<file path="src/rtl/tterm_pkg.sv">
`timescale 1ns/1ps
package tterm_pkg;
  localparam int CMD_W  = 3;
  localparam int KIND_W = 3;

  typedef enum logic [CMD_W-1:0] {
    CMD_NONE        = 3'd0,
    CMD_RETRY       = 3'd1,
    CMD_DISC_DATA   = 3'd2,
    CMD_DISC_NODATA = 3'd3,
    CMD_ABORT       = 3'd4
  } cmd_e;

  typedef enum logic [KIND_W-1:0] {
    END_NORMAL      = 3'd0,
    END_RETRY       = 3'd1,
    END_DISC_DATA   = 3'd2,
    END_DISC_NODATA = 3'd3,
    END_ABORT       = 3'd4
  } kind_e;

  typedef enum logic [2:0] {
    ST_IDLE   = 3'd0,
    ST_DATA   = 3'd1,
    ST_DISC   = 3'd2,
    ST_PREDEV = 3'd3,
    ST_HOLD   = 3'd4
  } st_e;

  // Active-high view of the bus lines; inverted at the top-level pins.
  typedef struct packed {
    logic dev;
    logic rdy;
    logic stp;
  } drv_t;

  localparam drv_t DRV_OFF      = '{dev: 1'b0, rdy: 1'b0, stp: 1'b0};
  localparam drv_t DRV_SEL_ONLY = '{dev: 1'b1, rdy: 1'b0, stp: 1'b0};
  localparam drv_t DRV_SEL_STOP = '{dev: 1'b1, rdy: 1'b0, stp: 1'b1};
  localparam drv_t DRV_ALL      = '{dev: 1'b1, rdy: 1'b1, stp: 1'b1};
  localparam drv_t DRV_ABORT    = '{dev: 1'b0, rdy: 1'b0, stp: 1'b1};
endpackage

</file>
<file path="src/rtl/tterm_rst_sync.sv">
`timescale 1ns/1ps
module tterm_rst_sync #(
  parameter int STAGES = 2
) (
  input  logic clk,
  input  logic rst_n,
  output logic rst_sync_n
);
  logic [STAGES-1:0] chain_q;

  always_ff @(posedge clk or negedge rst_n) begin
    if (!rst_n) chain_q <= '0;
    else        chain_q <= {chain_q[STAGES-2:0], 1'b1};
  end

  assign rst_sync_n = chain_q[STAGES-1];
endmodule

</file>
<file path="src/rtl/tterm_xfer_track.sv">
`timescale 1ns/1ps
module tterm_xfer_track (
  input  logic clk,
  input  logic rst_n,
  input  logic in_idle,
  input  logic irdy_n,
  input  logic rdy_q,
  output logic xfer,
  output logic xfer_any
);
  logic seen_q;
  logic seen_d;
  logic seen_en;

  // A data phase completes when both ready lines are active at an edge.
  assign xfer     = ~irdy_n & rdy_q;
  assign xfer_any = seen_q | xfer;

  always_comb begin
    seen_d  = in_idle ? 1'b0 : xfer_any;
    seen_en = (seen_d != seen_q);
  end

  always_ff @(posedge clk or negedge rst_n) begin
    if (!rst_n)       seen_q <= 1'b0;
    else if (seen_en) seen_q <= seen_d;
  end
endmodule

</file>
<file path="src/rtl/tterm_next.sv">
`timescale 1ns/1ps
module tterm_next
  import tterm_pkg::*;
(
  input  st_e   state_q,
  input  drv_t  drv_q,
  input  kind_e pend_kind_q,
  input  logic  pend_conv_q,
  input  logic  claim,
  input  logic  frame_n,
  input  logic  data_ready,
  input  cmd_e  cmd,
  input  logic  xfer,
  input  logic  xfer_any,
  output st_e   state_d,
  output drv_t  drv_d,
  output kind_e pend_kind_d,
  output logic  pend_conv_d,
  output logic  fin,
  output kind_e fin_kind,
  output logic  fin_conv
);
  always_comb begin
    state_d     = state_q;
    drv_d       = drv_q;
    pend_kind_d = pend_kind_q;
    pend_conv_d = pend_conv_q;
    fin         = 1'b0;
    fin_kind    = pend_kind_q;
    fin_conv    = pend_conv_q;

    unique case (state_q)
      ST_IDLE: begin
        if (claim && !frame_n) begin
          pend_conv_d = 1'b0;
          case (cmd)
            CMD_ABORT: begin
              // Select must be seen before the abort pattern.
              state_d     = ST_PREDEV;
              drv_d       = DRV_SEL_ONLY;
              pend_kind_d = END_ABORT;
            end
            CMD_RETRY, CMD_DISC_NODATA: begin
              // Nothing has moved yet: both endings are a retry.
              state_d     = ST_HOLD;
              drv_d       = DRV_SEL_STOP;
              pend_kind_d = END_RETRY;
            end
            CMD_DISC_DATA: begin
              state_d     = ST_DISC;
              drv_d       = DRV_ALL;
              pend_kind_d = END_DISC_DATA;
            end
            default: begin
              state_d     = ST_DATA;
              drv_d       = '{dev: 1'b1, rdy: data_ready, stp: 1'b0};
              pend_kind_d = END_NORMAL;
            end
          endcase
        end
      end

      ST_DATA: begin
        if (xfer && frame_n) begin
          state_d  = ST_IDLE;
          drv_d    = DRV_OFF;
          fin      = 1'b1;
          fin_kind = END_NORMAL;
          fin_conv = 1'b0;
        end else begin
          case (cmd)
            CMD_ABORT: begin
              state_d     = ST_HOLD;
              drv_d       = DRV_ABORT;
              pend_kind_d = END_ABORT;
            end
            CMD_RETRY: begin
              state_d     = ST_HOLD;
              drv_d       = DRV_SEL_STOP;
              pend_kind_d = xfer_any ? END_DISC_NODATA : END_RETRY;
              pend_conv_d = xfer_any;
            end
            CMD_DISC_NODATA: begin
              state_d     = ST_HOLD;
              drv_d       = DRV_SEL_STOP;
              pend_kind_d = xfer_any ? END_DISC_NODATA : END_RETRY;
              pend_conv_d = 1'b0;
            end
            CMD_DISC_DATA: begin
              state_d     = ST_DISC;
              drv_d       = DRV_ALL;
              pend_kind_d = END_DISC_DATA;
            end
            default: begin
              drv_d = '{dev: 1'b1, rdy: data_ready, stp: 1'b0};
            end
          endcase
        end
      end

      ST_DISC: begin
        if (xfer) begin
          if (frame_n) begin
            state_d = ST_IDLE;
            drv_d   = DRV_OFF;
            fin     = 1'b1;
          end else begin
            state_d = ST_HOLD;
            drv_d   = DRV_SEL_STOP;
          end
        end
      end

      ST_PREDEV: begin
        state_d = ST_HOLD;
        drv_d   = DRV_ABORT;
      end

      ST_HOLD: begin
        if (frame_n) begin
          state_d = ST_IDLE;
          drv_d   = DRV_OFF;
          fin     = 1'b1;
        end
      end

      default: begin
        state_d = ST_IDLE;
        drv_d   = DRV_OFF;
      end
    endcase
  end
endmodule

</file>
<file path="src/rtl/tterm_regs.sv">
`timescale 1ns/1ps
module tterm_regs
  import tterm_pkg::*;
(
  input  logic  clk,
  input  logic  rst_n,
  input  st_e   state_d,
  input  drv_t  drv_d,
  input  kind_e pend_kind_d,
  input  logic  pend_conv_d,
  input  logic  fin,
  input  kind_e fin_kind,
  input  logic  fin_conv,
  output st_e   state_q,
  output drv_t  drv_q,
  output kind_e pend_kind_q,
  output logic  pend_conv_q,
  output logic  done_q,
  output kind_e kind_q,
  output logic  conv_q
);
  always_ff @(posedge clk or negedge rst_n) begin
    if (!rst_n) begin
      state_q     <= ST_IDLE;
      drv_q       <= DRV_OFF;
      pend_kind_q <= END_NORMAL;
      pend_conv_q <= 1'b0;
      done_q      <= 1'b0;
    end else begin
      state_q     <= state_d;
      drv_q       <= drv_d;
      pend_kind_q <= pend_kind_d;
      pend_conv_q <= pend_conv_d;
      done_q      <= fin;
    end
  end

  // Report registers load only when a transaction ends.
  always_ff @(posedge clk or negedge rst_n) begin
    if (!rst_n) begin
      kind_q <= END_NORMAL;
      conv_q <= 1'b0;
    end else if (fin) begin
      kind_q <= fin_kind;
      conv_q <= fin_conv;
    end
  end
endmodule

</file>
<file path="src/rtl/pci_target_term.sv">
`timescale 1ns/1ps
module pci_target_term
  import tterm_pkg::*;
#(
  parameter int RST_STAGES = 2
) (
  input  logic              clk,
  input  logic              rst_n,
  input  logic              claim,
  input  logic              frame_n,
  input  logic              irdy_n,
  input  logic              data_ready,
  input  logic [CMD_W-1:0]  term_cmd,
  output logic              devsel_n,
  output logic              trdy_n,
  output logic              stop_n,
  output logic              term_done,
  output logic [KIND_W-1:0] term_kind,
  output logic              term_conv
);
  logic  rst_sync_n;
  st_e   state_q, state_d;
  drv_t  drv_q, drv_d;
  kind_e pend_kind_q, pend_kind_d;
  logic  pend_conv_q, pend_conv_d;
  logic  fin, fin_conv;
  kind_e fin_kind;
  logic  xfer, xfer_any;
  logic  done_q, conv_q;
  kind_e kind_q;
  cmd_e  cmd;

  always_comb begin
    unique case (term_cmd)
      3'd1:    cmd = CMD_RETRY;
      3'd2:    cmd = CMD_DISC_DATA;
      3'd3:    cmd = CMD_DISC_NODATA;
      3'd4:    cmd = CMD_ABORT;
      default: cmd = CMD_NONE;
    endcase
  end

  tterm_rst_sync #(.STAGES(RST_STAGES)) i_rst_sync (
    .clk        (clk),
    .rst_n      (rst_n),
    .rst_sync_n (rst_sync_n)
  );

  tterm_xfer_track i_xfer (
    .clk      (clk),
    .rst_n    (rst_sync_n),
    .in_idle  (state_q == ST_IDLE),
    .irdy_n   (irdy_n),
    .rdy_q    (drv_q.rdy),
    .xfer     (xfer),
    .xfer_any (xfer_any)
  );

  tterm_next i_next (
    .state_q     (state_q),
    .drv_q       (drv_q),
    .pend_kind_q (pend_kind_q),
    .pend_conv_q (pend_conv_q),
    .claim       (claim),
    .frame_n     (frame_n),
    .data_ready  (data_ready),
    .cmd         (cmd),
    .xfer        (xfer),
    .xfer_any    (xfer_any),
    .state_d     (state_d),
    .drv_d       (drv_d),
    .pend_kind_d (pend_kind_d),
    .pend_conv_d (pend_conv_d),
    .fin         (fin),
    .fin_kind    (fin_kind),
    .fin_conv    (fin_conv)
  );

  tterm_regs i_regs (
    .clk         (clk),
    .rst_n       (rst_sync_n),
    .state_d     (state_d),
    .drv_d       (drv_d),
    .pend_kind_d (pend_kind_d),
    .pend_conv_d (pend_conv_d),
    .fin         (fin),
    .fin_kind    (fin_kind),
    .fin_conv    (fin_conv),
    .state_q     (state_q),
    .drv_q       (drv_q),
    .pend_kind_q (pend_kind_q),
    .pend_conv_q (pend_conv_q),
    .done_q      (done_q),
    .kind_q      (kind_q),
    .conv_q      (conv_q)
  );

  assign devsel_n  = ~drv_q.dev;
  assign trdy_n    = ~drv_q.rdy;
  assign stop_n    = ~drv_q.stp;
  assign term_done = done_q;
  assign term_kind = kind_q;
  assign term_conv = conv_q;
endmodule

</file>
<file path="config.mk">
export PLATFORM = sky130hd
export DESIGN_NAME = pci_target_term
export DESIGN_NICKNAME = d
export VERILOG_FILES = /design/src/rtl/tterm_pkg.sv /design/src/rtl/tterm_rst_sync.sv /design/src/rtl/tterm_xfer_track.sv /design/src/rtl/tterm_next.sv /design/src/rtl/tterm_regs.sv /design/src/rtl/pci_target_term.sv
export SDC_FILE = /design/constraint.sdc
export NUM_CORES = 1
export LEC_CHECK = 0
export ABC_AREA = 1
export BUFFER_PORTS_ARGS = -buffer_cell sky130_fd_sc_hd__buf_2
export CAP_MARGIN = 25
export CORE_MARGIN = 2
export CORE_UTILIZATION = 40
export CTS_CLUSTER_SIZE = 20
export DETAILED_ROUTE_END_ITERATION = 8
export HOLD_SLACK_MARGIN = 0.02
export PLACE_DENSITY = 0.66
export SKIP_LAST_GASP = 1
export SLEW_MARGIN = 20
export SYNTH_ARGS = -nofsm -noshare
export SYNTH_HDL_FRONTEND = slang
export SYNTH_SLANG_ARGS = --single-unit
export TNS_END_PERCENT = 5
</file>
<file path="constraint.sdc">
create_clock -name clk -period 0.8 [get_ports clk]
set_input_delay 0.2 -clock clk [delete_from_list [all_inputs] [get_ports clk]]
set_output_delay 0.2 -clock clk [all_outputs]
set_load 0.02 [all_outputs]
</file>
After elaboration in Yosys (flattened, before gate mapping). Cells that the tools add are included.

Output and inout bits: 8. Word-level logic and storage cells: 83. Bits of input ports: 9. Register bits: 18.

Reduce and logical (&&, ||, !) cells: 11. Eq/ne operators: 20. Mux-type cells: 35. Bitwise logic cells: 6.

Operators by type and width (count): two-way mux 3 bit (13); one-hot mux 3 bit (3 select lines) (4); one-hot mux 3 bit (5 select lines) (2); equality test 3 x 2 -> 1 bit (second input constant) (6); one-hot mux 3 bit (2 select lines) (2); one-hot mux 3 bit (4 select lines) (1); AND reduction 4 bit (3); equality test 3 x 1 -> 1 bit (second input constant) (3); equality test 3 bit (second input constant) (3); two-way mux 1 bit (8); != test 4 x 2 -> 1 bit (second input constant) (2); one-hot mux 2 bit (3 select lines) (1); != test 2 x 1 -> 1 bit (second input constant) (2); != test 2 bit (second input constant) (2); inverter 1 bit (4); one-hot mux 1 bit (2 select lines) (2); zero test 3 bit (1); != test 3 x 1 -> 1 bit (second input constant) (1); one-hot mux 1 bit (3 select lines) (1); AND reduction 3 bit (1); OR reduction 3 bit (1); logical AND 1 bit (2); two-way mux 2 bit (1); nonzero test 2 bit (1); other kinds (5) (5).

Longest topological paths before layout.
Depth in word-level cells: 7. Mapped depth: 8. Gate-level depth less buffers: 8.

Modules after synthesis. A second synthesis with hierarchy kept.

Cells, all modules: 154. Area total of the unflattened synthesis: 1071.0 µm².

By module, submodules not included: tterm_next (area an instance 485.5 µm², cells each 102, instances 1, sequential area each 0.0 µm²); tterm_regs (area an instance 424.2 µm², cells each 28, instances 1, sequential area each 375.4 µm²); tterm_xfer_track (area an instance 55.1 µm², cells each 7, instances 1, sequential area each 25.0 µm²); tterm_rst_sync (area an instance 53.8 µm², cells each 3, instances 1, sequential area each 50.0 µm²); pci_target_term (area an instance 52.6 µm², cells each 14, instances 1, sequential area each 0.0 µm²).

Worst setup path before layout. OpenSTA, ideal clock, no wires.

Kind: flip-flop to flip-flop. From: register i_regs.state_q[1]. To: register i_regs.pend_kind_q[2]. Arrival time: 1.066 ns. Setup time: 0.123 ns. Buffers on the path: 0. Required time: 0.677 ns. Cell stages (with the launch flop): 9. Period minus slack after synthesis: 1.190 ns. Setup slack: -0.390 ns. Cells stage by stage: dfrtp_1 > inv_1 > nand2_2 > nor2_4 > nand2_4 > nand2_4 > nand2_4 > nand2_1 > o21ai_2.

Longest elaborated chain between the ends: 3. Elaborated cells on any way between the ends: 8. Those cells by class: eq/ne (4); mux (1); reduce/logical (3).

RTL lines: start: declaration (line tterm_regs.sv:14) `output st_e state_q,`; start signal: assignment (line tterm_regs.sv:30) `state_q <= state_d;`; equality test 3 x 1 -> 1 bit or zero test 3 bit (tied branches) (line tterm_next.sv:32) `unique case (state_q)`; != test 4 x 2 -> 1 bit (no line) (tied with other cells); AND reduction 4 bit (no line); end signal: assignment (line tterm_regs.sv:32) `pend_kind_q <= pend_kind_d;`; end: declaration (line tterm_regs.sv:16) `output kind_e pend_kind_q,`.

Parallel ways exist; a longest one is shown, timed or not. A chain may end at the register's enable or synchronous reset.

Final worst setup path.
From: register i_regs.state_q[1]. To: register i_regs.pend_kind_q[0].

Same word-level chain as after synthesis.

==> qor.txt <==
Global Route Usage Sum - 0.170
Clock Skew - 17.8 ps
largest net degree at the start of global routing - 17
r2r startpoint - i_regs.state_q[1]
worst-path fanout max - 6
Post-Synth Adder-Cell Area - 0
CTS sink cnt - 18
r2r setup slk - -480 ps
worst setup margin - -480 ps
Final Cycle Share - 1.60
Die Wd - 54.1 µm
standard-cell rows - 18
crit path DAT - 1470 ps
Seq/Total Area, Yosys - 0.449
I/O Pins - 17
worst path required time - 990 ps
xor/xnor cell area share of the yosys netlist - 0
critical path, cell by cell - inv_2 > nand2_2 > nor2_4 > nand2_4 > nand2_4 > nand2_4 > nand2_1 > nand2_1
number of port buffers - 16
Setup CP Type - flop to flop
EDFF count, synth - 0
routed wire length per instance - 11.2 µm
Post-Syn Area per Cell - 7.60 µm²
post-synthesis compound-gate area fraction - 0.0623
CP Launch Point - i_regs.state_q[1]
initial drt markers - 32
layout cells sized above 1 - 0.360
simple-gate share of the synthesized area - 0.418
Sequential Power Share - 0.319
Syn Nets - 141
CTS tree - built
Post-synth ARST share - 1.00
Vias - 999
clock tree root driver cell - clkbuf_4
final wirelength - 2.26 mm
MaxCap Viol Count - 0
worst skew pair latency - 310 ps
CP Launch Type - flop
setup TNS - -8980 ps
chip height - 54.1 µm
post-DR vias/cell - 4.95
number of nets in the final layout - 182
fin crit period - 1280 ps
Clk network pwr share - 0.130
htree depth - 1
Diodes inserted - 0
maximum VDD drop - 1.69 mV
failing checks - setup timing
Comb power frac - 0.552
Overflow after GRT - 0
Sw Share - 0.435
Pint - 2.49 mW
Design Area, Final - 1330 µm²
Post-synth top flop - dfrtp_1
clock tree buffer depth - 2
fin cells - 202
initial antenna violation count - 0
number of routed nets with antenna violations - 0
FF+latch count, synth - 18
Final Hold Viols - 0
placed cell count - 195
Num CTS Buffers - 3
crit path to - i_regs.pend_kind_q[0]
fmax - 781 MHz
fin. max-slew vios - 0
fillcell total - 244
Synth Cell Area - 1000 µm²
area of the multi-input gates - 493 µm²
die area - 2930 µm²
slowest cell on the critical path - dfrtp_1
core box area - 2430 µm²
RR Endpoint - i_regs.pend_kind_q[0]
P_leak - 0.762 nW
status - finished, violations left
drt pass-1 iters - 4
class of the worst hold path - flop to asynchronous set/reset pin
Most common cell on crit path - nand2_4
routability congestion estimate - 0.855
Worst path max stage delay - 430 ps
Layout area overhead - 32.0%
hpwl dp - 1.73 mm
Yosys cell types - 20
first-pass GRT wire length - 3.56 mm
PwrDens - 3330 nW/µm²
sw power - 1.92 mW
Initial Util - 0.413
Sequential Area - 452 µm²
placed inst area - 1250 µm²
vias in the first global route - 869
count of final setup violators - 24
CP endpoint kind - flop
RSZ-0062 raised after global routing - yes
warnings from Yosys - 0
DP Worst Slack - -474 ps
clock-pin slew on the worst setup and hold paths - 110 ps
reg2reg path depth - 8
Post-Synthesis Cells - 132
combinational family with the most area after synthesis - simple AND/OR/NAND/NOR gates
mux share of post-synthesis cell area - 0
residual DRC count - 0
[cell type report]
| class | count | share of cell area |
|---|---|---|
| Multi-Input combinational cell | 96 | 0.372 |
| Sequential cell | 18 | 0.341 |
| Timing Repair Buffer | 36 | 0.180 |
| Inverter | 18 | 0.0510 |
| Tap cell | 30 | 0.0283 |
| Clock buffer | 4 | 0.0274 |
[logic make-up after synthesis]
logic type             Yosys count
and+or+nand+nor                 85
DFF                             18
buffers and inverters           18
AOI/OAI and AO/OA               10
other                            1
[cell usage after synthesis (2+ instances only)]
cell,number,share of area
nor2_1,12,0.045
o21ai_1,3,0.015
nand3_1,19,0.095
o21ai_0,3,0.015
nand2_2,3,0.019
dfrtp_1,18,0.45
nand2_1,40,0.15
o21ai_2,2,0.017
nand2_4,3,0.034
inv_1,17,0.064
nand3_2,3,0.030
[metrics by stage]
stage	power [mW]	utilization	hold slack, ps
2_1_floorplan	2.87	-	-95.6
3_3_place_gp	3.64	0.514	-15.5
3_5_place_dp	3.71	0.514	-13.2
4_1_cts	4.38	0.543	186
5_1_grt	4.75	0.545	206
6_report	4.41	0.545	165
[power groups by stage]
| stage | logic [mW] | clock network [mW] | registers [mW] |
|---|---|---|---|
| final | 2.43 | 0.571 | 1.41 |
| after global routing | 2.69 | 0.624 | 1.44 |
| after CTS | 2.39 | 0.591 | 1.41 |
| after detailed placement | 2.28 | 0 | 1.42 |
| after global placement | 2.24 | 0 | 1.41 |
| after floorplan | 1.37 | 0 | 1.50 |
[worst min path at each step]
stage                                     start                    end  slack (ps)  cells past startpoint
final                     i_rst_sync.chain_q[1]     i_regs.pend_conv_q         170                      1
after global routing      i_rst_sync.chain_q[1]     i_regs.pend_conv_q         210                      1
after CTS                 i_rst_sync.chain_q[1]     i_regs.pend_conv_q         190                      1
after detailed placement                  rst_n  i_rst_sync.chain_q[0]         -10                      1
after global placement                    rst_n  i_rst_sync.chain_q[0]         -20                      1
after floorplan                           rst_n  i_rst_sync.chain_q[0]        -100                      0
[placed cells by master, fill, tap and decap left out, drive strengths merged]
master        n
nand2        46
buf          35
nand3        22
dfrtp        18
inv          18
nor2         14
o21ai         8
clkbuf        4
nand4         2
nor3          1
a21oi         1
o22ai         1
dlygate4sd3   1
conb          1
[routing by layer]
| metal | track usage | share of wire | vias up | wire length (µm) |
|---|---|---|---|---|
| li1 | - | - | 499 | - |
| met1 | 0.216 | 0.48 | 473 | 1080 |
| met2 | 0.291 | 0.47 | 22 | 1060 |
| met3 | 0.0167 | 0.031 | 5 | 71 |
| met4 | 0.0750 | 0.021 | 0 | 48 |
| met5 | 0 | 0 | - | 0 |
[what timing repair did]
item | 4_1_cts | 5_1_grt
endpoints found under the setup margin | 24 | 24
resized for setup | 4 | 2
hold buffers | 1 | 0
pin swaps | 1 | 1
buffers inserted | 2 | 0
hold endpoints to repair | 2 | 0
[sequential cells by signal, indices dropped and copies added (netlist names)]
signal              count
i_regs.conv_q           1
i_regs.pend_kind_q      3
i_rst_sync.chain_q      2
i_regs.pend_conv_q      1
i_xfer.seen_q           1
i_regs.drv_q            3
i_regs.done_q           1
i_regs.kind_q           3
i_regs.state_q          3
[worst max-delay path, delay by kind of cell, from the launching register on]
kind          cells  cell delay [ps]
flops             1              430
buf+inv           1              100
simple gates      7              640
(Power assumes the default switching activity.)
